<file path="config.mk">
export PLATFORM = sky130hd
export DESIGN_NAME = i2cs_top
export DESIGN_NICKNAME = d
export VERILOG_FILES = /design/src/rtl/i2cs_pkg.sv /design/src/rtl/i2cs_sync.sv /design/src/rtl/i2cs_cond.sv /design/src/rtl/i2cs_top.sv
export SDC_FILE = /design/constraint.sdc
export NUM_CORES = 1
export LEC_CHECK = 0
export BUFFER_PORTS_ARGS = -buffer_cell sky130_fd_sc_hd__buf_2
export CORE_MARGIN = 2
export CORE_UTILIZATION = 50
export CTS_CLUSTER_DIAMETER = 30
export CTS_CLUSTER_SIZE = 24
export DETAILED_ROUTE_END_ITERATION = 16
export PLACE_DENSITY = 0.79
export SYNTH_ARGS = -nofsm -noshare
export SYNTH_HDL_FRONTEND = slang
export SYNTH_SLANG_ARGS = --single-unit
</file>
<file path="constraint.sdc">
create_clock -name clk -period 1.8 [get_ports clk]
set_clock_uncertainty 0.15 [all_clocks]
set_input_delay 0.18 -clock clk [delete_from_list [all_inputs] [get_ports clk]]
set_output_delay 0.18 -clock clk [all_outputs]
set_load 0.02 [all_outputs]
</file>
<file path="src/rtl/i2cs_pkg.sv">
package i2cs_pkg;

    localparam int I2C_ADDR_W = 7;
    localparam int I2C_BYTE_W = 8;

    typedef enum logic [3:0] {
        ST_IDLE,
        ST_ADDR,
        ST_AACK,
        ST_RXB,
        ST_RACK,
        ST_RXST,
        ST_TXB,
        ST_TACK,
        ST_TXLD,
        ST_SKIP
    } i2cs_state_e;

    typedef struct packed {
        logic rise;
        logic fall;
        logic start;
        logic stop;
    } bus_ev_t;

    function automatic logic is_stretch(input i2cs_state_e s);
        return (s == ST_TXLD) || (s == ST_RXST);
    endfunction

endpackage

</file>
<file path="src/rtl/i2cs_sync.sv">
module i2cs_sync #(
    parameter int WIDTH  = 2,
    parameter int STAGES = 2
) (
    input  logic             clk,
    input  logic             rst,
    input  logic [WIDTH-1:0] d,
    output logic [WIDTH-1:0] q
);
    logic [WIDTH-1:0] pipe [STAGES];

    for (genvar g = 0; g < STAGES; g++) begin : g_stage
        if (g == 0) begin : g_first
            always_ff @(posedge clk) begin
                if (rst) pipe[g] <= '1;
                else     pipe[g] <= d;
            end
        end else begin : g_rest
            always_ff @(posedge clk) begin
                if (rst) pipe[g] <= '1;
                else     pipe[g] <= pipe[g-1];
            end
        end
    end

    assign q = pipe[STAGES-1];
endmodule

</file>
<file path="src/rtl/i2cs_cond.sv">
module i2cs_cond
    import i2cs_pkg::*;
(
    input  logic    clk,
    input  logic    rst,
    input  logic    scl_s,
    input  logic    sda_s,
    output bus_ev_t ev
);
    logic scl_q, sda_q;

    always_ff @(posedge clk) begin
        if (rst) begin
            scl_q <= 1'b1;
            sda_q <= 1'b1;
        end else begin
            scl_q <= scl_s;
            sda_q <= sda_s;
        end
    end

    always_comb begin
        ev.rise  = scl_s & ~scl_q;
        ev.fall  = ~scl_s & scl_q;
        ev.start = scl_s & scl_q & sda_q & ~sda_s;
        ev.stop  = scl_s & scl_q & ~sda_q & sda_s;
    end
endmodule

</file>
<file path="src/rtl/i2cs_top.sv">
module i2cs_top
    import i2cs_pkg::*;
#(
    parameter int ADDR_W      = I2C_ADDR_W,
    parameter int DATA_W      = I2C_BYTE_W,
    parameter int SYNC_STAGES = 2
) (
    input  logic              clk,
    input  logic              rst,
    input  logic              scl_i,
    input  logic              sda_i,
    output logic              scl_oe,
    output logic              sda_oe,
    input  logic [ADDR_W-1:0] own_addr,
    input  logic              rhr_rd,
    output logic [DATA_W-1:0] rhr_data,
    input  logic              thr_wr,
    input  logic [DATA_W-1:0] thr_data,
    output logic              st_acc,
    output logic              st_read,
    output logic              st_rxrdy,
    output logic              st_txcomp,
    output logic              st_gcall,
    output logic              st_wait
);
    localparam int CNT_W = $clog2(DATA_W + 1);
    localparam logic [CNT_W-1:0] FULL_CNT = CNT_W'(DATA_W);

    logic [1:0]        line_s;
    logic              scl_s, sda_s;
    bus_ev_t           ev;
    i2cs_state_e       state;
    logic [DATA_W-1:0] sreg, rhr_q, thr_q;
    logic [CNT_W-1:0]  bitcnt;
    logic              thr_full, mack;
    logic              byte_done, own_hit, gc_hit;

    i2cs_sync #(.WIDTH(2), .STAGES(SYNC_STAGES)) u_sync (
        .clk(clk), .rst(rst), .d({scl_i, sda_i}), .q(line_s)
    );
    assign scl_s = line_s[1];
    assign sda_s = line_s[0];

    i2cs_cond u_cond (
        .clk(clk), .rst(rst), .scl_s(scl_s), .sda_s(sda_s), .ev(ev)
    );

    assign byte_done = (bitcnt == FULL_CNT);
    assign own_hit   = (sreg[DATA_W-1 -: ADDR_W] == own_addr);
    assign gc_hit    = (sreg == '0);

    always_ff @(posedge clk) begin
        if (rst) begin
            state     <= ST_IDLE;
            sreg      <= '0;
            rhr_q     <= '0;
            thr_q     <= '0;
            bitcnt    <= '0;
            thr_full  <= 1'b0;
            mack      <= 1'b0;
            sda_oe    <= 1'b0;
            st_acc    <= 1'b0;
            st_read   <= 1'b0;
            st_rxrdy  <= 1'b0;
            st_txcomp <= 1'b0;
            st_gcall  <= 1'b0;
        end else begin
            if (rhr_rd) st_rxrdy <= 1'b0;
            if (ev.stop) begin
                state  <= ST_IDLE;
                sda_oe <= 1'b0;
                if (st_acc) begin
                    st_acc    <= 1'b0;
                    st_txcomp <= 1'b1;
                end
            end else if (ev.start) begin
                state  <= ST_ADDR;
                bitcnt <= '0;
                sda_oe <= 1'b0;
            end else begin
                unique case (state)
                    ST_ADDR: begin
                        if (ev.rise) begin
                            sreg   <= {sreg[DATA_W-2:0], sda_s};
                            bitcnt <= bitcnt + CNT_W'(1);
                        end else if (ev.fall && byte_done) begin
                            st_gcall <= gc_hit;
                            if (own_hit || gc_hit) begin
                                st_acc    <= 1'b1;
                                st_read   <= own_hit & sreg[0];
                                st_txcomp <= 1'b0;
                                sda_oe    <= 1'b1;
                                state     <= ST_AACK;
                            end else begin
                                if (st_acc) begin
                                    st_acc    <= 1'b0;
                                    st_txcomp <= 1'b1;
                                end
                                state <= ST_SKIP;
                            end
                        end
                    end
                    ST_AACK, ST_TACK: begin
                        if (ev.rise && state == ST_TACK) begin
                            mack <= ~sda_s;
                        end else if (ev.fall) begin
                            bitcnt <= '0;
                            if (state == ST_AACK && !st_read) begin
                                sda_oe <= 1'b0;
                                state  <= ST_RXB;
                            end else if (state == ST_TACK && !mack) begin
                                sda_oe <= 1'b0;
                                state  <= ST_SKIP;
                            end else if (thr_full) begin
                                sreg     <= thr_q;
                                thr_full <= 1'b0;
                                sda_oe   <= ~thr_q[DATA_W-1];
                                state    <= ST_TXB;
                            end else begin
                                sda_oe <= 1'b0;
                                state  <= ST_TXLD;
                            end
                        end
                    end
                    ST_TXLD: begin
                        if (thr_full) begin
                            sreg     <= thr_q;
                            thr_full <= 1'b0;
                            sda_oe   <= ~thr_q[DATA_W-1];
                            bitcnt   <= '0;
                            state    <= ST_TXB;
                        end
                    end
                    ST_TXB: begin
                        if (ev.rise) begin
                            bitcnt <= bitcnt + CNT_W'(1);
                        end else if (ev.fall) begin
                            if (byte_done) begin
                                sda_oe <= 1'b0;
                                state  <= ST_TACK;
                            end else begin
                                sreg   <= {sreg[DATA_W-2:0], 1'b0};
                                sda_oe <= ~sreg[DATA_W-2];
                            end
                        end
                    end
                    ST_RXB: begin
                        if (ev.rise) begin
                            sreg   <= {sreg[DATA_W-2:0], sda_s};
                            bitcnt <= bitcnt + CNT_W'(1);
                        end else if (ev.fall && byte_done) begin
                            if (!st_rxrdy) begin
                                rhr_q    <= sreg;
                                st_rxrdy <= 1'b1;
                                sda_oe   <= 1'b1;
                                state    <= ST_RACK;
                            end else begin
                                state <= ST_RXST;
                            end
                        end
                    end
                    ST_RXST: begin
                        if (!st_rxrdy) begin
                            rhr_q    <= sreg;
                            st_rxrdy <= 1'b1;
                            sda_oe   <= 1'b1;
                            state    <= ST_RACK;
                        end
                    end
                    ST_RACK: begin
                        if (ev.fall) begin
                            sda_oe <= 1'b0;
                            bitcnt <= '0;
                            state  <= ST_RXB;
                        end
                    end
                    default: ;
                endcase
            end
            if (thr_wr) begin
                thr_q    <= thr_data;
                thr_full <= 1'b1;
            end
        end
    end

    assign scl_oe   = is_stretch(state);
    assign st_wait  = scl_oe;
    assign rhr_data = rhr_q;

    // Assertions
    assert_ack_on_match_R1: assert property (@(posedge clk) disable iff (rst)
        $rose(st_acc) |-> sda_oe);

    assert_read_clears_R2: assert property (@(posedge clk) disable iff (rst)
        (rhr_rd && st_rxrdy) |=> !st_rxrdy);

    assert_stop_ends_R4: assert property (@(posedge clk) disable iff (rst)
        (ev.stop && st_acc) |=> (!st_acc && st_txcomp));

    assert_gcall_write_R9: assert property (@(posedge clk) disable iff (rst)
        $rose(st_gcall) |-> (st_acc && !st_read));

    assert_sda_low_phase_R11: assert property (@(posedge clk) disable iff (rst)
        !$stable(sda_oe) |-> !scl_s);

    assert_nack_release_R10: assert property (@(posedge clk) disable iff (rst)
        (state == ST_SKIP) |-> (!sda_oe && !scl_oe));
endmodule

</file>
### Word level (Yosys, flattened, before mapping)

Memory sizes are Yosys's and may differ from the RTL's.
Cells that the tools add are included.

| word-level totals | value |
|---|---|
| logic and storage cells | 203 |
| input bits | 21 |
| flip-flop bits (word level) | 42 |
| memories kept | 1 |
| output and inout bits | 16 |
| RAM bits | 4 |

| operators by class | value |
|---|---|
| multiplexer cells | 84 |
| equal/unequal tests | 48 |
| bitwise logic cells | 19 |
| $add $sub $neg | 1 |
| reductions and logical operators | 34 |

Memory list:

| name | depth | bits a word | rd ports | clocked after memory_dff | write ports | RTL line | RTL |
|---|---|---|---|---|---|---|---|
| u_sync.pipe | 2 | 2 | 2 | 0 | 2 | i2cs_sync.sv:10 | `logic [WIDTH-1:0] pipe [STAGES];` |

Operators with widths:

| operator | number |
|---|---|
| 8-bit 2-to-1 mux | 12 |
| 4-bit 2-to-1 mux | 21 |
| 3-bit != test, second input constant | 16 |
| 1-bit 2-to-1 mux | 42 |
| 2-bit != test, second input constant | 20 |
| 8-bit case mux with 4 select lines | 1 |
| 4-bit case mux with 7 select lines | 1 |
| 13-bit AND reduction | 2 |
| 4-bit by 3-bit == test with 1-bit output, second input constant | 4 |
| 4-bit case mux with 4 select lines | 1 |
| 8-bit case mux with 2 select lines | 1 |
| 5-bit AND reduction | 3 |
| 12-bit AND reduction | 1 |
| 4-bit AND reduction | 3 |
| 11-bit AND reduction | 1 |
| 1-bit NOT | 9 |
| 1-bit AND | 8 |
| 4-bit by 2-bit == test with 1-bit output, second input constant | 2 |
| 4-bit == test, second input constant | 2 |
| 8-bit zero test | 1 |
| 8-bit nonzero test | 1 |
| 7-bit == test | 1 |
| 1-bit case mux with 7 select lines | 1 |
| 7-bit AND reduction | 1 |
| 18 further kinds | 31 |

### Longest topological paths before layout

| depth | value |
|---|---|
| depth after elaboration | 10 |
| gate-level depth with buffers | 9 |
| gate-level depth less buffers | 8 |

### Modules after synthesis

Synthesis repeated with hierarchy kept, for this count alone.

| second synthesis, totals | value |
|---|---|
| cell total of the unflattened synthesis | 294 |
| area, all modules | 2591.2 sq um |

By module, submodules not included:

| module | cells an instance | area each (sq um) | seq. area each (sq um) | instances |
|---|---|---|---|---|
| i2cs_top | 278 | 2401.1 | 800.8 | 1 |
| i2cs_sync | 8 | 105.1 | 80.1 | 1 |
| i2cs_cond | 8 | 85.1 | 40.0 | 1 |

### Worst setup path after synthesis

Ideal clock, no wire load.

| timing path | value |
|---|---|
| kind | register to output |
| from | register state[3] |
| to | output port st_wait |
| slack | -0.254 ns |
| data required time | 1.470 ns |
| path buffers | 2 |
| data arrival time | 1.724 ns |
| cell stages (with the launch flop) | 6 |
| path through | dfxtp_1 -> buf_2 -> inv_1 -> or3_1 -> a21oi_1 -> buf_4 |

| on the way | value |
|---|---|
| longest elaborated chain between the ends | 2 |
| elaborated cells between the ends (all ways) | 3 |
| classes of those cells | eq/ne (2); reduce/logical (1) |

RTL lines:

| item | RTL line | RTL |
|---|---|---|
| start: declaration | i2cs_top.sv:32 | `i2cs_state_e state;` |
| start signal: assignment | i2cs_top.sv:54 | `state <= ST_IDLE;` |
| start signal: assignment | i2cs_top.sv:70 | `state <= ST_IDLE;` |
| start signal: assignment | i2cs_top.sv:77 | `state <= ST_ADDR;` |
| 4-bit == test or 4-bit by 3-bit == test with 1-bit output (tied branches) | i2cs_pkg.sv:27 | `return (s == ST_TXLD) \|\| (s == ST_RXST);` |
| 1-bit logical OR * | i2cs_pkg.sv:27 |  |
| end: declaration | i2cs_top.sv:24 | `output logic st_wait` |

Mark *: on every way between the ends. The rest lies on a longest branch, timed or not.

### Final worst setup path

| timing path | value |
|---|---|
| from | register state[2] |
| to | register state[1] |

| on the way | value |
|---|---|
| longest elaborated chain between the ends | 7 |
| elaborated cells between the ends (all ways) | 31 |
| classes of those cells | eq/ne (20); mux (5); reduce/logical (6) |

RTL lines:

| item | RTL line | RTL |
|---|---|---|
| 4-bit by 3-bit == test with 1-bit output | i2cs_top.sv:81, i2cs_top.sv:104, i2cs_top.sv:111 |  |
| 1-bit logical AND | i2cs_top.sv:111 | `end else if (state == ST_TACK && !mack) begin` |
| 4-bit 2-to-1 mux | i2cs_top.sv:111 |  |
| 4-bit 2-to-1 mux | i2cs_top.sv:108 | `if (state == ST_AACK && !st_read) begin` |
| 4-bit 2-to-1 mux | i2cs_top.sv:106 | `end else if (ev.fall) begin` |
| 4-bit 2-to-1 mux | i2cs_top.sv:104 | `if (ev.rise && state == ST_TACK) begin` |
| 4-bit case mux with 7 select lines | i2cs_top.sv:81 | `unique case (state)` |

Several ways; a longest one is shown, not always the timed one. The select of a mux whose other input is x is not followed.
A chain may end at the register's enable or synchronous reset.

==> flow_summary_export.csv <==
group,metric,value,unit
placed_design,io_buffers,36,
clock_tree,cts_buffers,5,
finish,antennaDiodeCount,0,
finish,finalNonFillerCells,502,
placed_design,dp_hpwl,5940,um
finish,nets,457,
clock_tree,path_clk_slew,0.09,ns
sta,tightest_slew,0.591,ns
setup_path,worst_setup_path_end_kind,"register",
route,wire_per_inst,19.5,um
setup_path,critPathKind,"reg -> reg",
grt,grt_pass1_wl,14200,um
hold_path,min_to,"st_rxrdy",
setup_path,rrSetupSlack,-0.27,ns
synth,netlist.area_leader.share,36.2,%
synth,synth.cell_area,0.00254,mm^2
clock_tree,h-tree-depth,2,
grt,grt_pass1_vias,2936,
setup_path,cp_max_fo,7,
synth,synthFlopType,"dfxtp_1",
sta,rsz0062_at_grt,"yes",
synth,synth_warnings,0,
power,design_power_total,5510,uW
die,fp-row-count,25,
outcome,status,"finished with violations",
clock_tree,root_buffer,"clkbuf_8",
hold_path,holdPathStages,4,
setup_path,reg2reg_from,"state[2]",
hold_path,hold_start,"rhr_rd",
outcome,failed_checks,"setup timing",
route,antenna_left,0,
setup_path,cp.arrival,2.16,ns
power,power_density,1350,mW/mm^2
synth,yosys.area.top_type,"dfxtp_1",
sta,relSlewSlack,60.4,%
synth,synth-seq-cells,46,
placed_design,gp_congestion,1.08,
sta,setup_viol_count_final,27,
sta,fmax,484,MHz
route,routed_wl,9790,um
placed_design,placed_cell_area,0.00346,mm^2
clock_tree,cts.sinks,46,
die,start_util,52.8,%
die,die-area,0.00567,mm^2
setup_path,reg2regPathDepth,7,
synth,synthArstFlopShare,0,%
synth,ys_types,56,
synth,ys_seq_area_share,36.2,%
route,route.detailed.drc,0,
route,first_pass_iters,5,
placed_design,dp.cells,464,
route,viasPerCell,6.08,
synth,synth_area_leaders,"dfxtp_1, mux2i_1, nor2_1, a21oi_1, a211oi_1",
die,core,0.00482,mm^2
die,die_h,75.3,um
power,ir_drop,979,uV
finish,final_util,85.0,%
route,vias,3050,
setup_path,start_kind,"register",
power,power_leakage,0.00177,uW
clock_tree,cts_tree,"done",
clock_tree,clock_latency,0.32,ns
die,die_w,75.3,um
route,drtIter0Drc,300,
finish,drive_gt1_share,53.6,%
die,ios,37,
synth,synth_fp_nets,328,
finish,layout_commonest_cell,"buf_4",
setup_path,cp_data_required_time,1.90,ns
sta,period_share,115,%
sta,fin_ws,-0.267,ns
sta,period_minus_slack,2.07,ns
synth,synth.avg_cell_area,8.34,um^2
grt,antenna_found_initial,0,
clock_tree,cts_buffer_depth,2,
grt,grt.overflow.total,0,
sta,finalHoldViolCount,0,
finish,design_area,0.00409,mm^2
grt,grt_usage,34.0,%
setup_path,r2r_end,"state[1]",
grt,grt_max_degree,24,
synth,synth_edf_count,0,
finish,synthToLayoutAreaGrowth,61.0,%
finish,layout_common_cells,"buf_4, nor2_1, buf_2",
job,maxCapViolCount,0,
synth,syn_inst,305,
sta,maxSlewViolCount,0,
hold_path,hold_class,"in -> reg",
## metrics by stage
step | setup TNS, ns | setup WS, ns | hold WS (ns)
after detailed placement | -3.79 | -0.222 | 0.219
after global placement | -2.70 | -0.153 | 0.211
after global routing | -5.94 | -0.374 | 0.0471
after CTS | -2.84 | -0.186 | 0.00704
after floorplan | -0.122 | -0.0424 | 0.134
final | -4.22 | -0.267 | 0.0413
## cells by family after synthesis
group	synth area share [%]
AO/OA/AOI/OAI	18.7
XOR/XNOR	2.41
adder cells (fa/ha/maj)	0.984
buffers and inverters	5.02
flip-flops	36.2
multiplexers	9.84
AND/OR/NAND/NOR	26.9
## per-layer routing
metal | up-vias | wire length (um) | track usage (%) | part of all wire (%)
li1 | 1337 | - | - | -
met1 | 1460 | 3660 | 38.6 | 37
met2 | 202 | 4980 | 61.5 | 51
met3 | 51 | 705 | 5.95 | 7.2
met4 | 0 | 442 | 15.8 | 4.5
met5 | - | 0 | 0 | 0
## Yosys cell counts, types with 2 or more instances
master,instances
a211oi_1,11
a211oi_2,2
a21boi_0,2
a21oi_1,19
and2_1,2
buf_2,6
buf_4,3
clkbuf_1,8
dfxtp_1,46
ha_1,2
inv_1,8
mux2i_1,25
nand2_1,15
nand2b_1,9
nand3_1,9
nand3b_1,3
nand4_1,2
nor2_1,45
nor2b_1,10
nor3_1,7
nor3b_1,2
nor4_1,3
o21ai_0,15
o21bai_1,2
o2bb2ai_1,2
or2_2,9
or3_1,3
or4_1,2
xnor2_1,4
xor2_1,3
## where the power goes
| group | internal (uW) | switching, uW | leakage, uW |
|---|---|---|---|
| clock | 290 | 424 | 0.0000510 |
| sequential | 1170 | 178 | 0.000380 |
| combinational | 1750 | 1700 | 0.00134 |
| total | 3210 | 2300 | 0.00177 |
## worst max-delay path by stage
stage	startpoint	to	slack, ns
floorplan	state[0]	state[1]	-0.04
global placement	state[0]	bitcnt[3]	-0.15
detailed placement	state[1]	sreg[4]	-0.22
CTS	state[1]	state[1]	-0.19
global route	state[2]	state[1]	-0.37
finish	state[2]	state[1]	-0.27
## timing repair
action	in CTS	in global routing
endpoints found under the hold margin	10	0
resized for setup	44	38
hold buffers	10	0
gates cloned	0	0
pin swaps	15	14
endpoints found under the setup margin	27	30
buffers inserted	13	7
## worst max-delay path, cell delays in order, from the launching register on
cell and delay [ns]:
dfxtp_4 0.38, buf_4 0.17, o21ai_0 0.27, a21oi_2 0.13
a32oi_2 0.21, nand3_2 0.18, or3_1 0.38, a21oi_2 0.13
## cell type report
type                       instances  area, um^2
clock buffer                       5        68.8
timing repair buffer             141        1070
multi-input combinational        232        1850
tap                               67        83.8
inverter                           8        35.0
sequential                        46         952
clock inverter                     3        26.3
fill                             231         723
## registers in the layout, indices dropped and copies added (netlist names), 4 cells and up
signal,flops
rhr_data,8
sreg,8
thr_q,8
bitcnt,4
state,4
u_sync.pipe,4
Power figures use the tool's default switching activity.
